[src/rtl/dma_fifo_pkg.sv]
package dma_fifo_pkg;

    typedef enum logic [2:0] {
        ST_IDLE,
        ST_FILL,
        ST_REQ,
        ST_BURST,
        ST_FINISH
    } eng_state_e;

    typedef struct packed {
        logic        cyc;
        logic        we;
        logic [3:0]  be;
        logic [31:0] data;
    } word_cyc_t;

    // odd parity: data plus parity bit carry an odd number of ones
    function automatic logic odd_par(input logic [7:0] b);
        return ~^b;
    endfunction

    // lane enables for the word starting at byte offset 'first' of a
    // buffer holding 'valid' bytes; lane 3 carries the earliest byte
    function automatic logic [3:0] lane_en(input int unsigned first,
                                           input int unsigned valid);
        logic [3:0] be;
        for (int j = 0; j < 4; j++) begin
            be[3-j] = (first + j) < valid;
        end
        return be;
    endfunction

endpackage

[src/rtl/dma_stage_fifo.sv]
module dma_stage_fifo #(
    parameter int WIDTH = 8,
    parameter int DEPTH = 8
) (
    input  logic             clk,
    input  logic             rst,
    input  logic             push,
    input  logic [WIDTH-1:0] din,
    input  logic             pop,
    output logic [WIDTH-1:0] dout,
    output logic             full,
    output logic             empty
);
    localparam int AW = $clog2(DEPTH);

    logic [WIDTH-1:0] store [DEPTH];
    logic [AW-1:0]    wp_q, rp_q;
    logic [AW:0]      cnt_q;
    logic             do_push, do_pop;

    assign full    = cnt_q == (AW+1)'(DEPTH);
    assign empty   = cnt_q == '0;
    assign do_push = push && !full;
    assign do_pop  = pop && !empty;
    assign dout    = store[rp_q];

    always_ff @(posedge clk) begin
        if (rst) begin
            wp_q  <= '0;
            rp_q  <= '0;
            cnt_q <= '0;
        end else begin
            if (do_push) begin
                store[wp_q] <= din;
                wp_q        <= wp_q + 1'b1;
            end
            if (do_pop) rp_q <= rp_q + 1'b1;
            cnt_q <= cnt_q + (AW+1)'(do_push) - (AW+1)'(do_pop);
        end
    end
endmodule

[src/rtl/dma_burst_buf.sv]
module dma_burst_buf #(
    parameter int BYTES = 32
) (
    input  logic                       clk,
    input  logic                       byte_we,
    input  logic [$clog2(BYTES)-1:0]   byte_idx,
    input  logic [7:0]                 byte_wd,
    input  logic [$clog2(BYTES)-1:0]   byte_rd_idx,
    output logic [7:0]                 byte_rd,
    input  logic                       word_we,
    input  logic [$clog2(BYTES/4)-1:0] word_idx,
    input  logic [31:0]                word_wd,
    output logic [31:0]                word_rd
);
    logic [7:0] cells [BYTES];

    assign byte_rd = cells[byte_rd_idx];

    // big-endian lanes: byte 4k sits in bits 31:24 of word k
    for (genvar g = 0; g < 4; g++) begin : g_lane
        assign word_rd[31-8*g -: 8] = cells[{word_idx, 2'(g)}];
    end

    always_ff @(posedge clk) begin
        if (byte_we) cells[byte_idx] <= byte_wd;
        if (word_we) begin
            for (int g = 0; g < 4; g++) begin
                cells[{word_idx, 2'(g)}] <= word_wd[31-8*g -: 8];
            end
        end
    end
endmodule

[src/rtl/dma_burst_engine.sv]
module dma_burst_engine
    import dma_fifo_pkg::*;
#(
    parameter int ADDR_W      = 32,
    parameter int CNT_W       = 16,
    parameter int BURST_BYTES = 32,
    parameter int STAGE_DEPTH = 8
) (
    input  logic              clk,
    input  logic              rst,
    input  logic              cfg_dir_we,
    input  logic              cfg_dir_wd,
    output logic              cfg_dir_rd,
    input  logic              xfer_start,
    input  logic [ADDR_W-1:0] xfer_addr,
    input  logic [CNT_W-1:0]  xfer_count,
    output logic              xfer_done,
    output logic              xfer_irq,
    input  logic              pin_valid,
    input  logic [7:0]        pin_data,
    output logic              pin_ready,
    output logic              pout_valid,
    output logic [7:0]        pout_data,
    output logic              pout_par,
    input  logic              pout_ready,
    output logic              bus_req,
    input  logic              bus_gnt,
    output logic              bus_cyc,
    output logic              bus_we,
    output logic [ADDR_W-1:0] bus_addr,
    output logic [3:0]        bus_be,
    output logic [31:0]       bus_wdata,
    input  logic [31:0]       bus_rdata
);
    localparam int WORDS  = BURST_BYTES / 4;
    localparam int FILL_W = $clog2(BURST_BYTES + 1);
    localparam int BI_W   = $clog2(BURST_BYTES);
    localparam int WI_W   = $clog2(WORDS);
    localparam logic [FILL_W-1:0] FULL_LVL = FILL_W'(BURST_BYTES);

    eng_state_e        state_q;
    logic              dir_q, done_q, busy;
    logic [ADDR_W-1:0] addr_q;
    logic [CNT_W-1:0]  mem_left_q, chan_left_q;
    logic [FILL_W-1:0] fill_q, drain_q, wcnt_q, nwords_q, fetch_n;

    logic       stg_push, stg_pop, stg_full, stg_empty;
    logic [7:0] stg_din, stg_dout, buf_byte;
    logic [31:0] buf_word;
    logic       flush_now, in_pop, drain_go, last_word;
    word_cyc_t  wc;

    assign busy      = state_q != ST_IDLE;
    assign flush_now = dir_q && state_q == ST_FILL && fill_q != '0 &&
                       (fill_q == FULL_LVL || CNT_W'(fill_q) == mem_left_q);
    assign in_pop    = dir_q && state_q == ST_FILL && !stg_empty && !flush_now;
    assign drain_go  = !dir_q && state_q == ST_FILL && drain_q < fill_q && !stg_full;
    assign last_word = wcnt_q == nwords_q - 1'b1;
    assign fetch_n   = (mem_left_q >= CNT_W'(BURST_BYTES)) ? FULL_LVL
                                                           : FILL_W'(mem_left_q);

    // byte channel side
    assign pin_ready  = busy && dir_q && chan_left_q != '0 && !stg_full;
    assign stg_push   = dir_q ? (pin_valid && pin_ready) : drain_go;
    assign stg_din    = dir_q ? pin_data : buf_byte;
    assign stg_pop    = dir_q ? in_pop : (pout_valid && pout_ready);
    assign pout_valid = !dir_q && !stg_empty;
    assign pout_data  = stg_dout;
    assign pout_par   = odd_par(stg_dout);

    dma_stage_fifo #(.WIDTH(8), .DEPTH(STAGE_DEPTH)) stage_i (
        .clk(clk), .rst(rst),
        .push(stg_push), .din(stg_din),
        .pop(stg_pop), .dout(stg_dout),
        .full(stg_full), .empty(stg_empty)
    );

    dma_burst_buf #(.BYTES(BURST_BYTES)) buf_i (
        .clk(clk),
        .byte_we(in_pop), .byte_idx(fill_q[BI_W-1:0]), .byte_wd(stg_dout),
        .byte_rd_idx(drain_q[BI_W-1:0]), .byte_rd(buf_byte),
        .word_we(state_q == ST_BURST && !dir_q),
        .word_idx(wcnt_q[WI_W-1:0]), .word_wd(bus_rdata),
        .word_rd(buf_word)
    );

    // bus side
    always_comb begin
        wc.cyc  = state_q == ST_BURST;
        wc.we   = dir_q;
        wc.be   = lane_en(int'(wcnt_q) * 4, int'(fill_q));
        wc.data = dir_q ? buf_word : '0;
    end

    assign bus_req    = state_q == ST_REQ || state_q == ST_BURST;
    assign bus_cyc    = wc.cyc;
    assign bus_we     = wc.we;
    assign bus_be     = wc.be;
    assign bus_wdata  = wc.data;
    assign bus_addr   = addr_q;
    assign cfg_dir_rd = dir_q;
    assign xfer_done  = done_q;
    assign xfer_irq   = state_q == ST_FINISH;

    always_ff @(posedge clk) begin
        if (rst) begin
            state_q     <= ST_IDLE;
            dir_q       <= 1'b0;
            done_q      <= 1'b0;
            addr_q      <= '0;
            mem_left_q  <= '0;
            chan_left_q <= '0;
            fill_q      <= '0;
            drain_q     <= '0;
            wcnt_q      <= '0;
            nwords_q    <= '0;
        end else begin
            if (cfg_dir_we && !busy) dir_q <= cfg_dir_wd;
            if (pin_valid && pin_ready) chan_left_q <= chan_left_q - 1'b1;
            unique case (state_q)
                ST_IDLE: if (xfer_start) begin
                    done_q      <= 1'b0;
                    addr_q      <= xfer_addr & ~ADDR_W'(3);
                    mem_left_q  <= xfer_count;
                    chan_left_q <= dir_q ? xfer_count : '0;
                    fill_q      <= '0;
                    drain_q     <= '0;
                    state_q     <= (xfer_count == '0) ? ST_FINISH : ST_FILL;
                end
                ST_FILL: if (dir_q) begin
                    if (in_pop) fill_q <= fill_q + 1'b1;
                    if (flush_now) begin
                        nwords_q <= (fill_q + FILL_W'(3)) >> 2;
                        wcnt_q   <= '0;
                        state_q  <= ST_REQ;
                    end
                end else if (drain_go) begin
                    drain_q <= drain_q + 1'b1;
                end else if (drain_q == fill_q) begin
                    if (mem_left_q != '0) begin
                        fill_q   <= fetch_n;
                        drain_q  <= '0;
                        nwords_q <= (fetch_n + FILL_W'(3)) >> 2;
                        wcnt_q   <= '0;
                        state_q  <= ST_REQ;
                    end else if (stg_empty) begin
                        state_q <= ST_FINISH;
                    end
                end
                ST_REQ: if (bus_gnt) state_q <= ST_BURST;
                ST_BURST: begin
                    addr_q <= addr_q + ADDR_W'(4);
                    wcnt_q <= wcnt_q + 1'b1;
                    if (last_word) begin
                        mem_left_q <= mem_left_q - CNT_W'(fill_q);
                        if (dir_q) begin
                            fill_q  <= '0;
                            state_q <= (mem_left_q == CNT_W'(fill_q)) ? ST_FINISH
                                                                     : ST_FILL;
                        end else begin
                            state_q <= ST_FILL;
                        end
                    end
                end
                ST_FINISH: begin
                    done_q  <= 1'b1;
                    state_q <= ST_IDLE;
                end
                default: state_q <= ST_IDLE;
            endcase
        end
    end
endmodule

[config.mk]
export PLATFORM = sky130hd
export DESIGN_NAME = dma_burst_engine
export DESIGN_NICKNAME = d
export VERILOG_FILES = /design/src/rtl/dma_fifo_pkg.sv /design/src/rtl/dma_stage_fifo.sv /design/src/rtl/dma_burst_buf.sv /design/src/rtl/dma_burst_engine.sv
export SDC_FILE = /design/constraint.sdc
export NUM_CORES = 1
export LEC_CHECK = 0
export BUFFER_PORTS_ARGS = -buffer_cell sky130_fd_sc_hd__buf_2
export CAP_MARGIN = 20
export CORE_MARGIN = 3
export CORE_UTILIZATION = 60
export DETAILED_ROUTE_END_ITERATION = 7
export PLACE_DENSITY_LB_ADDON = 0.12
export REMOVE_ABC_BUFFERS = 1
export SYNTH_ARGS = -nofsm -noshare
export SYNTH_HDL_FRONTEND = slang
export SYNTH_SLANG_ARGS = --single-unit
[constraint.sdc]
create_clock -name clk -period 8.91 [get_ports clk]
set_input_delay 1.782 -clock clk [delete_from_list [all_inputs] [get_ports clk]]
set_output_delay 1.782 -clock clk [all_outputs]
set_load 0.005 [all_outputs]
==> impl_summary.txt, run 1 <==
----------------------------------------------------
[Route]
  Average vias per placed instance ... about 6.8
  Antenna Nets Post-Route ... 0
  Violation count after the first detailed-routing iteration ... 1743
  Number of design rule violations left after detail routing ... 0
  Detailed-routing iteration count for the pre-antenna-repair pass ... 5
  Routed wire length ... 69.8 mm
  Detailed-route via count ... 17700
  Per-cell routed wire length ... between 20 and 30 um

[Floorplanning]
  Starting density of the core ... 60.9%
  Rows ... 72
  Ports ... 181
  Core Footprint ... approximately 39000 um2
  Overall die height ... approximately 200 um
  Die Wd ... 205 um
  Area of the die ... 41900 um2

[Setup path]
  Largest fanout on the critical path ... 24
  R2R cell count ... 10
  Critical Path AT ... 3.24 ns
  Top cell by count, worst path ... xnor2_1
  Logic depth of the worst path, buffers included ... 7
  Reg-to-reg critical path startpoint ... fill_q[4]$_SDFFE_PP0P_
  Critical setup path kind ... reg -> out
  Worst path buffer plus inverter count ... 2
  RR Endpoint ... buf_i.cells[6][4]$_DFFE_PP_
  Slowest cell on the critical path ... mux2i_2
  Required time at the worst-slack endpoint ... between 7 and 8 ns
  Setup crit end kind ... primary output
  Largest delay share family, worst path ... multiplexers
  Reg-to-reg slack, setup ... 4.34 ns
  Largest incremental delay on the critical path ... 0.74 ns
  Sort of element at the start of the critical path ... register
  Series of cell instances along the critical path ... buf_4 -> mux4_2 -> mux2i_2 -> xnor2_1 -> xnor2_1 -> xnor2_1 -> buf_2

[Global route]
  Initial antenna violation count ... 3
  Global-route wire length before repair ... 104 mm
  Largest net degree at the start of global routing ... 65
  Via count of the first global-routing pass ... between 15000 and 20000
  Global-route usage over all layers ... between 30% and 40%
  Overall overflow remaining after global route ... 0

[Cells and area]
  Proportion of layout cells with a drive suffix above 1 ... 24.2%
  Post-route standard cell area excluding fillers ... 26400 um2
  NumNets Final ... 2183
  Area growth from synthesis to layout ... 11.5%

[Power and ir drop]
  Pleak ... 0.00967 uW
  Post-layout power ... roughly 6300 uW
  Power density over the cells ... 239 nW/um2
  Worst ir drop on vdd ... 0.229 mV

[Placed design]
  Cell area reported after detailed placement ... 25000 um2
  Final estimated routing congestion in global placement ... between 0.8 and 0.9
  Total half-perimeter wirelength after legalization and detailed placement ... 45.8 mm
  Count of port buffers added during placement ... 176

[Synthesis]
  Leading post-synthesis cells by cell area ... edfxtp_1 41%, mux4_2 15%, dfxtp_1 9.3%, a21o_1 5.1%, o21a_1 3.3%
  Register bit total from synthesis ... 430
  Count of distinct cell types in the synthesized netlist ... 77
  Dominant synthesized flop cell ... edfxtp_1
  Cells after Synth ... 1946
  Number of synthesis warnings ... 0
  Mapped cell area ... 23700 um2
  EDFF count, synth ... 320
  Top-area cell type share of the netlist area ... approximately 40%
  FFs w/ async S/R, synth ... 0%
  Largest area contributor in the netlist ... edfxtp_1
  Sequential-to-total area share from yosys stat ... 49.9%
  Average size of a mapped cell ... between 10 and 15 um2

[Timing]
  Final total negative setup slack ... 0 ns
  Unrepaired setup endpoints after global routing ... no
  Number of failing hold endpoints at the final stage ... 0
  Maximum clock rate ... 199 MHz
  Part of the cycle the worst path needs ... a little under three fifths
  Number of failing setup endpoints in the final timing report ... 0
  Crit path time final ... 5.02 ns
  Worst Max-Slew Pin Slew ... between 1 and 1.5 ns
  Number of pins exceeding their max-slew limit in the final report ... 0
  Worst setup skew after layout ... 0.0154 ns
  Slew margin rel. ... 21.1%
  Fin Hold WS ... 0.479 ns

[CTS]
  Reg clk slew, reported paths ... 0.06 ns
  Clock root cell ... clkbuf_16
  Count of cells resized by post-cts repair ... 0
  CTS tree ... yes
  Number of buffers between clock root and the deepest sink ... 3
  Count of buffers added by post-CTS timing repair for setup ... 0
  Clock insertion delay at the later pin of the skew report ... 0.59 ns
  Number of buffers created by CTS ... 46
  Sink count of the clock tree ... 430
  Level count of the clock H-tree ... 2
  Number of hold-repair buffers added at the cts stage ... 0

[Hold path]
  Hold Path End ... fill_q[5]$_SDFFE_PP0P_
  Hold wc startpoint ... fill_q[5]$_SDFFE_PP0P_
  Cell depth of the worst hold path ... 2
  Path category of the worst min-delay check ... reg -> reg

[Status]
  Result of the run ... finished, final reports clean

[Run]
  # Max-Cap Violations ... 0

----------------------------------------------------
worst register-to-register path, cell delays in order (launching register included):
cell	delay, ns
dfxtp_1	0.57
clkinv_1	0.47
ha_1	0.49
nand2_1	0.09
nor2_1	0.08
a31oi_1	0.32
nand2_1	0.12
nor3_1	0.59
nand3_1	0.40
o21ai_1	0.86
buf_4	0.30
synth_stat cells (8+ instances only):
master / number
a22oi_1: 10
nor3_1: 37
xor2_1: 13
nor2_1: 168
clkbuf_1: 80
mux4_2: 156
nand2b_1: 8
a22o_1: 12
a311oi_1: 10
a31oi_1: 8
a211oi_1: 18
a21oi_1: 65
buf_1: 52
inv_1: 38
o211ai_1: 8
a21o_1: 162
nor2b_1: 12
dfxtp_1: 110
nand3_1: 46
and3_1: 21
nand4_1: 16
edfxtp_1: 320
ha_1: 33
mux2i_1: 62
or3_1: 10
buf_2: 22
nor4_1: 14
nand2_1: 124
o21a_1: 105
xnor2_1: 26
o21ai_0: 75
routing by layer:
metal / up-vias / track usage, % / part of all wire (%)
li1: 7714 / - / -
met1: 8717 / 42.6 / 36
met2: 1059 / 52.1 / 47
met3: 214 / 9.12 / 11
met4: 0 / 16.9 / 5.6
met5: - / 0 / 0
through the flow:
stage / cells / util (%) / worst slack (ns)
2_1_floorplan: 1783 / - / 3.55
3_3_place_gp: 2519 / 64.2 / 4.48
3_5_place_dp: 2521 / 64.3 / 4.46
4_1_cts: 2602 / 67.9 / 3.83
5_1_grt: 2606 / 68.0 / 3.68
6_report: 2606 / 68.0 / 3.89
area by class of cell:
type	instances	area [um2]
Clock buffer	61	1220
Timing Repair Buffer	221	1260
Fill cell	2838	12400
Sequential cell	430	11800
Inverter	40	150
Clock inverter	20	169
Multi-Input combinational cell	1313	11100
Antenna cell	3	7.51
Tap cell	518	648
cell families after synthesis:
group                      share of synthesized area (%)
xor gates and xnor gates                            1.44
DFF                                                 49.9
buffers and inverters                               3.53
other                                             0.0158
adders and majority gates                           1.91
and+or+nand+nor                                     10.1
muxes                                               18.0
AOI/OAI and AO/OA                                   15.0
how the worst max path moves through the flow:
stage | end | slack (ns)
finish | pout_par | 3.89
global route | pout_par | 3.68
CTS | pout_par | 3.83
detailed placement | pout_par | 4.46
global placement | pout_par | 4.48
floorplan | bus_wdata[0] | 3.55
state kept, by name (all words and copies together), names as in the netlist, 6 cells and up, named ones only:
signal / cells
drain_q: 6
fill_q: 6
bus_addr: 30
wcnt_q: 6
stage_i.store: 64
buf_i.cells: 256
chan_left_q: 16
mem_left_q: 16
placed cells by master (no fill, tap or decap), types with 12 or more instances in the layout:
cell       count
o21ai_2       18
ha_1          33
buf_2        176
edfxtp_1     320
xor2_1        13
clkbuf_16     46
buf_4         42
and3_1        21
inv_1         37
xnor2_1       26
nand3_1       46
mux4_2       156
nor2_1       168
nor3_1        32
a21oi_1       65
o21ai_0       43
dfxtp_1      104
a211oi_1      18
nand4_1       16
a22o_1        12
mux2i_1       62
o21ai_1       17
a21o_1       162
o21a_1       105
nor2b_1       12
nor4_1        13
nand2_1      124
clkbuf_1      14
power breakdown:
part	internal, uW	switching, uW
Combinational	848	1090
Sequential	2410	147
Clock	1020	793
Total	4280	2030
Power figures use the tool's default switching activity.
==> inputs of run 2 (changes only) <==
- clock period: 8.91 -> 5.25 ns (I/O delays scaled with it)
==> impl_summary.txt, run 2 (synthesis gave the netlist of run 1 again) <==
----------------------------------------------------
[Run]
  # Max-Cap Violations ... 0 (unchanged)

[Route]
  Number of design rule violations left after detail routing ... 0 (unchanged)
  Average vias per placed instance ... 6.76 (was 6.79)
  Per-cell routed wire length ... 27.0 um (was 26.8 um)
  Detailed-routing iteration count for the pre-antenna-repair pass ... 6 (was 5)
  Detailed-route via count ... 17800 (was 17700)
  Routed wire length ... 71.1 mm (was 69.8 mm)
  Violation count after the first detailed-routing iteration ... 1802 (was 1743)
  Antenna Nets Post-Route ... 0 (unchanged)

[Setup path]
  Critical Path AT ... 3.40 ns (was 3.24 ns)
  R2R cell count ... 10 (unchanged)
  Critical setup path kind ... reg -> out (unchanged)
  Required time at the worst-slack endpoint ... 4.20 ns (was 7.13 ns)
  Sort of element at the start of the critical path ... register (unchanged)
  Setup crit end kind ... primary output (unchanged)
  Largest fanout on the critical path ... 23 (was 24)

[Timing]
  Number of pins exceeding their max-slew limit in the final report ... 0 (unchanged)
  Unrepaired setup endpoints after global routing ... no (unchanged)
  Number of failing setup endpoints in the final timing report ... 0 (unchanged)
  Crit path time final ... 4.45 ns
  Worst Max-Slew Pin Slew ... 1.08 ns (was 1.18 ns)
  Maximum clock rate ... 225 MHz
  Number of failing hold endpoints at the final stage ... 0 (unchanged)
  Worst setup skew after layout ... 0.0207 ns (was 0.0154 ns)
  Slew margin rel. ... 27.7% (was 21.1%)
  Part of the cycle the worst path needs ... 84.8%
  Worst-case setup margin in the final layout ... 0.798 ns (was 3.89 ns)
  Final total negative setup slack ... 0 ns (unchanged)

[Global route]
  Global-route usage over all layers ... 33.8% (was 33.2%)
  Global-route wire length before repair ... 106 mm (was 104 mm)
  Largest net degree at the start of global routing ... 44 (was 65)
  Overall overflow remaining after global route ... 0 (unchanged)
  Initial antenna violation count ... 3 (unchanged)
  Via count of the first global-routing pass ... 17400 (about the same)

[CTS]
  Number of hold-repair buffers added at the cts stage ... 0 (unchanged)
  Count of cells resized by post-cts repair ... 0 (unchanged)
  Level count of the clock H-tree ... 2 (unchanged)
  Reg clk slew, reported paths ... 0.06 ns (about the same)
  Clock insertion delay at the later pin of the skew report ... 0.59 ns (about the same)
  Sink count of the clock tree ... 430 (unchanged)
  CTS tree ... yes (unchanged)
  Number of buffers created by CTS ... 46 (unchanged)
  Count of buffers added by post-CTS timing repair for setup ... 0 (unchanged)
  Number of buffers between clock root and the deepest sink ... 3 (unchanged)
  Clock root cell ... clkbuf_16 (unchanged)

[Floorplanning]
  Core Footprint ... 38800 um2 (unchanged)
  Rows ... 72 (unchanged)
  Starting density of the core ... 60.9% (unchanged)
  Area of the die ... 41900 um2 (unchanged)
  Overall die height ... 205 um (unchanged)
  Ports ... 181 (unchanged)
  Die Wd ... 205 um (unchanged)

[Cells and area]
  Post-layout instance count excluding filler cells ... 2636 (was 2606)
  Largest reg by FF count ... buf_i.cells (unchanged)
  Most frequent cells in the layout ... 320 x edfxtp_1, 176 x buf_2, 168 x nor2_1, 162 x a21o_1, 156 x mux4_2 (unchanged)
  Proportion of layout cells with a drive suffix above 1 ... 24.7% (was 24.2%)
  NumNets Final ... 2208 (was 2183)
  Number of flip-flops in the largest register ... 256 (unchanged)
  Most common cell after layout, fill and taps aside ... edfxtp_1 (unchanged)
  Area growth from synthesis to layout ... 12.5% (was 11.5%)
  Utilization after layout ... 68.5% (was 68.0%)

[Power and ir drop]
  Pleak ... 0.00982 uW (was 0.00967 uW)
  Worst ir drop on vdd ... 0.381 mV (was 0.229 mV)
  Power density over the cells ... 412 nW/um2 (was 239 nW/um2)

[Placed design]
  Final estimated routing congestion in global placement ... 0.922 (was 0.900)
  Total half-perimeter wirelength after legalization and detailed placement ... 47.4 mm (was 45.8 mm)
  Count of port buffers added during placement ... 176 (unchanged)
  Placed Cells ... 2547 (was 2521)
  Worst slack after detailed placement ... 1.07 ns (was 4.46 ns)

[Status]
  Result of the run ... finished, final reports clean (unchanged)

[Hold path]
  Cell depth of the worst hold path ... 2 (unchanged)
  Path category of the worst min-delay check ... reg -> reg (unchanged)

----------------------------------------------------
## run 2: layout make-up
type                            count  area (um2)
Antenna cell                        4        10.0
Clock buffer                       60        1230
Clock inverter                     25         274
Fill cell                        2850       12200
Inverter                           40         150
Multi-Input combinational cell   1313       11100
Sequential cell                   430       11800
Tap cell                          518         648
Timing Repair Buffer              246        1420
## run 2: critical path, stage by stage (launching register included)
cell	delay, ns
dfxtp_1	0.68
nor2b_4	0.28
nand2_1	0.52
inv_1	0.78
buf_4	0.39
buf_2	0.17
## run 2: worst paths after layout
path                            from                           to  slack (ns)
max          state_q[1]$_SDFFE_PP0P_                      bus_cyc        0.80
min           fill_q[5]$_SDFFE_PP0P_       fill_q[5]$_SDFFE_PP0P_        0.48
max reg2reg   fill_q[4]$_SDFFE_PP0P_  buf_i.cells[6][0]$_DFFE_PP_        0.96
min reg2reg   fill_q[5]$_SDFFE_PP0P_       fill_q[5]$_SDFFE_PP0P_        0.48
## run 2: where the power goes
part | internal, uW | total [uW] | switching [uW] | leakage (uW)
Combinational | 1450 | 3300 | 1850 | 0.00531
Sequential | 4090 | 4380 | 281 | 0.00378
Clock | 1910 | 3300 | 1390 | 0.000732
## run 2: metal layers
metal	routed length (um)	GRT usage, %	share of wire [%]
met1	26000	43.7	37
met2	33200	53.4	47
met3	8160	9.52	11
met4	3750	15.7	5.3
met5	0	0	0
## run 2: per-stage QoR
stage / hold slack (ns) / power [uW] / cell area [um2]
final: 0.482 / 11000 / 26600
after global routing: 0.507 / 11500 / 26600
after CTS: 0.481 / 11000 / 26600
after detailed placement: 0.473 / 7690 / 25100
after global placement: 0.457 / 7570 / 25100
after floorplan: 0.447 / 6700 / 23000
==> inputs of run 3 (changes only) <==
- clock period: 5.25 -> 4.55 ns (I/O delays scaled with it)
==> impl_summary.txt, run 3 (synthesis gave the netlist of run 1 again) <==
----------------------------------------------------
[Status]
  Result of the run ... finished, final reports clean (unchanged)

[Route]
  Average vias per placed instance ... 6.72 (was 6.76)
  Antenna Nets Post-Route ... 0 (unchanged)
  Detailed-routing iteration count for the pre-antenna-repair pass ... 6 (unchanged)
  Violation count after the first detailed-routing iteration ... 1904 (was 1802)
  Number of design rule violations left after detail routing ... 0 (unchanged)
  Detailed-route via count ... 17800 (about the same)
  Routed wire length ... 70.6 mm (was 71.1 mm)
  Per-cell routed wire length ... 26.7 um (was 27.0 um)

[Cells and area]
  Number of inserted filler cells in the final layout ... 2828 (was 2850)
  Number of flip-flops in the largest register ... 256 (unchanged)
  Most frequent cells in the layout ... 320 x edfxtp_1, 176 x buf_2, 168 x nor2_1, 162 x a21o_1, 156 x mux4_2 (unchanged)
  Proportion of layout cells with a drive suffix above 1 ... 25.3% (was 24.7%)
  Largest reg by FF count ... buf_i.cells (unchanged)
  NumNets Final ... 2228 (was 2208)
  Utilization after layout ... 68.7% (was 68.5%)
  Antenna cells ... 0 (was 4)
  Area growth from synthesis to layout ... 12.8% (was 12.5%)
  Most common cell after layout, fill and taps aside ... edfxtp_1 (unchanged)

[Setup path]
  Largest incremental delay on the critical path ... 0.69 ns (was 0.78 ns)
  Required time at the worst-slack endpoint ... 3.64 ns (was 4.20 ns)
  Critical setup path kind ... reg -> out (unchanged)
  Critical Path AT ... 2.85 ns (was 3.40 ns)
  Largest delay share family, worst path ... multiplexers (was buffers and inverters)
  Slowest cell on the critical path ... mux4_2 (was inv_1)
  Reg-to-reg critical path startpoint ... fill_q[2]$_SDFFE_PP0P_ (was fill_q[4]$_SDFFE_PP0P_)
  RR Endpoint ... stage_i.cnt_q[3]$_SDFF_PP0_ (was buf_i.cells[6][0]$_DFFE_PP_)
  Reg-to-reg slack, setup ... 0.97 ns (was 0.96 ns)
  Top cell by count, worst path ... xnor2_1
  Series of cell instances along the critical path ... buf_4 -> mux2i_1 -> mux4_2 -> xnor2_1 -> xnor2_1 -> xnor2_1 -> buf_2 (was nor2b_4 -> nand2_1 -> inv_1 -> buf_4 -> buf_2)
  Largest fanout on the critical path ... 24 (was 23)
  Worst path buffer plus inverter count ... 2 (was 3)
  R2R cell count ... 13 (was 10)
  Sort of element at the start of the critical path ... register (unchanged)
  Setup crit end kind ... primary output (unchanged)

[CTS]
  Count of cells resized by post-cts repair ... 0 (unchanged)
  Number of buffers between clock root and the deepest sink ... 3 (unchanged)
  Sink count of the clock tree ... 430 (unchanged)
  Level count of the clock H-tree ... 2 (unchanged)
  Number of hold-repair buffers added at the cts stage ... 0 (unchanged)
  Clock root cell ... clkbuf_16 (unchanged)
  Reg clk slew, reported paths ... 0.06 ns (about the same)
  Number of buffers created by CTS ... 46 (unchanged)
  Clock insertion delay at the later pin of the skew report ... 0.59 ns (about the same)
  Count of buffers added by post-CTS timing repair for setup ... 0 (unchanged)
  CTS tree ... yes (unchanged)

[Placed design]
  Count of port buffers added during placement ... 176 (unchanged)
  Final estimated routing congestion in global placement ... 0.938 (was 0.922)
  Total half-perimeter wirelength after legalization and detailed placement ... 47.9 mm (was 47.4 mm)
  Worst slack after detailed placement ... 0.983 ns (was 1.07 ns)

[Global route]
  Initial antenna violation count ... 1 (was 3)
  Global-route usage over all layers ... 34.0% (was 33.8%)
  Largest net degree at the start of global routing ... 47 (was 44)
  Via count of the first global-routing pass ... 17800 (was 17400)
  Overall overflow remaining after global route ... 0 (unchanged)
  Global-route wire length before repair ... 107 mm (was 106 mm)

[Timing]
  Worst Max-Slew Pin Slew ... 0.953 ns (was 1.08 ns)
  Worst-case setup margin in the final layout ... 0.789 ns (was 0.798 ns)
  Number of pins exceeding their max-slew limit in the final report ... 0 (unchanged)
  Number of failing hold endpoints at the final stage ... 0 (unchanged)
  Crit path time final ... 3.76 ns
  Number of failing setup endpoints in the final timing report ... 0 (unchanged)
  Fin Hold WS ... 0.490 ns (was 0.482 ns)
  Unrepaired setup endpoints after global routing ... no (unchanged)
  Final total negative setup slack ... 0 ns (unchanged)
  Part of the cycle the worst path needs ... 82.7%
  Slew margin rel. ... 36.1% (was 27.7%)
  Worst setup skew after layout ... 0.0203 ns (was 0.0207 ns)
  Maximum clock rate ... 266 MHz

[Power and ir drop]
  Worst ir drop on vdd ... 0.453 mV (was 0.381 mV)
  Post-layout power ... 12500 uW (was 11000 uW)
  Power density over the cells ... 467 nW/um2 (was 412 nW/um2)
  Pleak ... 0.00988 uW (was 0.00982 uW)

[Hold path]
  Hold Path End ... fill_q[5]$_SDFFE_PP0P_ (unchanged)
  Path category of the worst min-delay check ... reg -> reg (unchanged)
  Cell depth of the worst hold path ... 2 (unchanged)
  Hold wc startpoint ... fill_q[5]$_SDFFE_PP0P_ (unchanged)

[Floorplanning]
  Overall die height ... 205 um (unchanged)
  Area of the die ... 41900 um2 (unchanged)
  Starting density of the core ... 60.9% (unchanged)
  Ports ... 181 (unchanged)
  Core Footprint ... 38800 um2 (unchanged)
  Die Wd ... 205 um (unchanged)
  Rows ... 72 (unchanged)

[Run]
  # Max-Cap Violations ... 0 (unchanged)

----------------------------------------------------
==> run 3: cell types whose count changed in the layout (fill, tap and decap cells not counted), sizes merged <==
cell and change:
clkinv +4, bufinv -4, clkinvlp +2, buf +20, inv +2, clkbuf -6, diode -4
==> run 3: final cells by class <==
type,instances,area (um2),area share [%]
multi-input combinational,1313,11000,41.4
inverter,40,150,0.563
sequential,430,11800,44.3
tap,518,648,2.43
clock inverter,29,200,0.750
clock buffer,54,1230,4.62
timing repair buffer,266,1580,5.93
==> run 3: through the flow <==
stage	cell area (um2)	std cells
2_1_floorplan	23000	1783
3_3_place_gp	25300	2567
3_5_place_dp	25300	2567
4_1_cts	26700	2650
5_1_grt	26700	2650
6_report	26700	2650
==> run 3: metal layers <==
| metal | vias to the layer above | track usage (%) | wire length (um) |
|---|---|---|---|
| li1 | 7811 | - | - |
| met1 | 8671 | 43.2 | 24900 |
| met2 | 1094 | 55.3 | 33600 |
| met3 | 219 | 8.90 | 8380 |
| met4 | 0 | 15.2 | 3750 |
| met5 | - | 0 | 0 |
==> run 3: tightest hold or removal path, delay by kind of cell, from the launching register on <==
family           cells  cell delay (ns)
multiplexers         1             0.06
flip-flops           1             0.32
AND/OR/NAND/NOR      1             0.06
==> run 3: worst max path at each step <==
stage,from,end,slack [ns],depth (start not counted)
5_1_grt,fill_q[2]$_SDFFE_PP0P_,stage_i.cnt_q[3]$_SDFF_PP0_,0.55,13
3_3_place_gp,fill_q[2]$_SDFFE_PP0P_,stage_i.cnt_q[3]$_SDFF_PP0_,1.04,13
4_1_cts,register,pout_par,0.74,7
6_report,register,pout_par,0.79,7
3_5_place_dp,fill_q[2]$_SDFFE_PP0P_,stage_i.cnt_q[3]$_SDFF_PP0_,0.98,13
2_1_floorplan,register,bus_wdata[0],0.06,3
==> run 3: power by group <==
| part | total [uW] | switching [uW] | internal (uW) |
|---|---|---|---|
| clock | 3600 | 1590 | 2000 |
| sequential | 5020 | 293 | 4720 |
| combinational | 3850 | 2150 | 1710 |
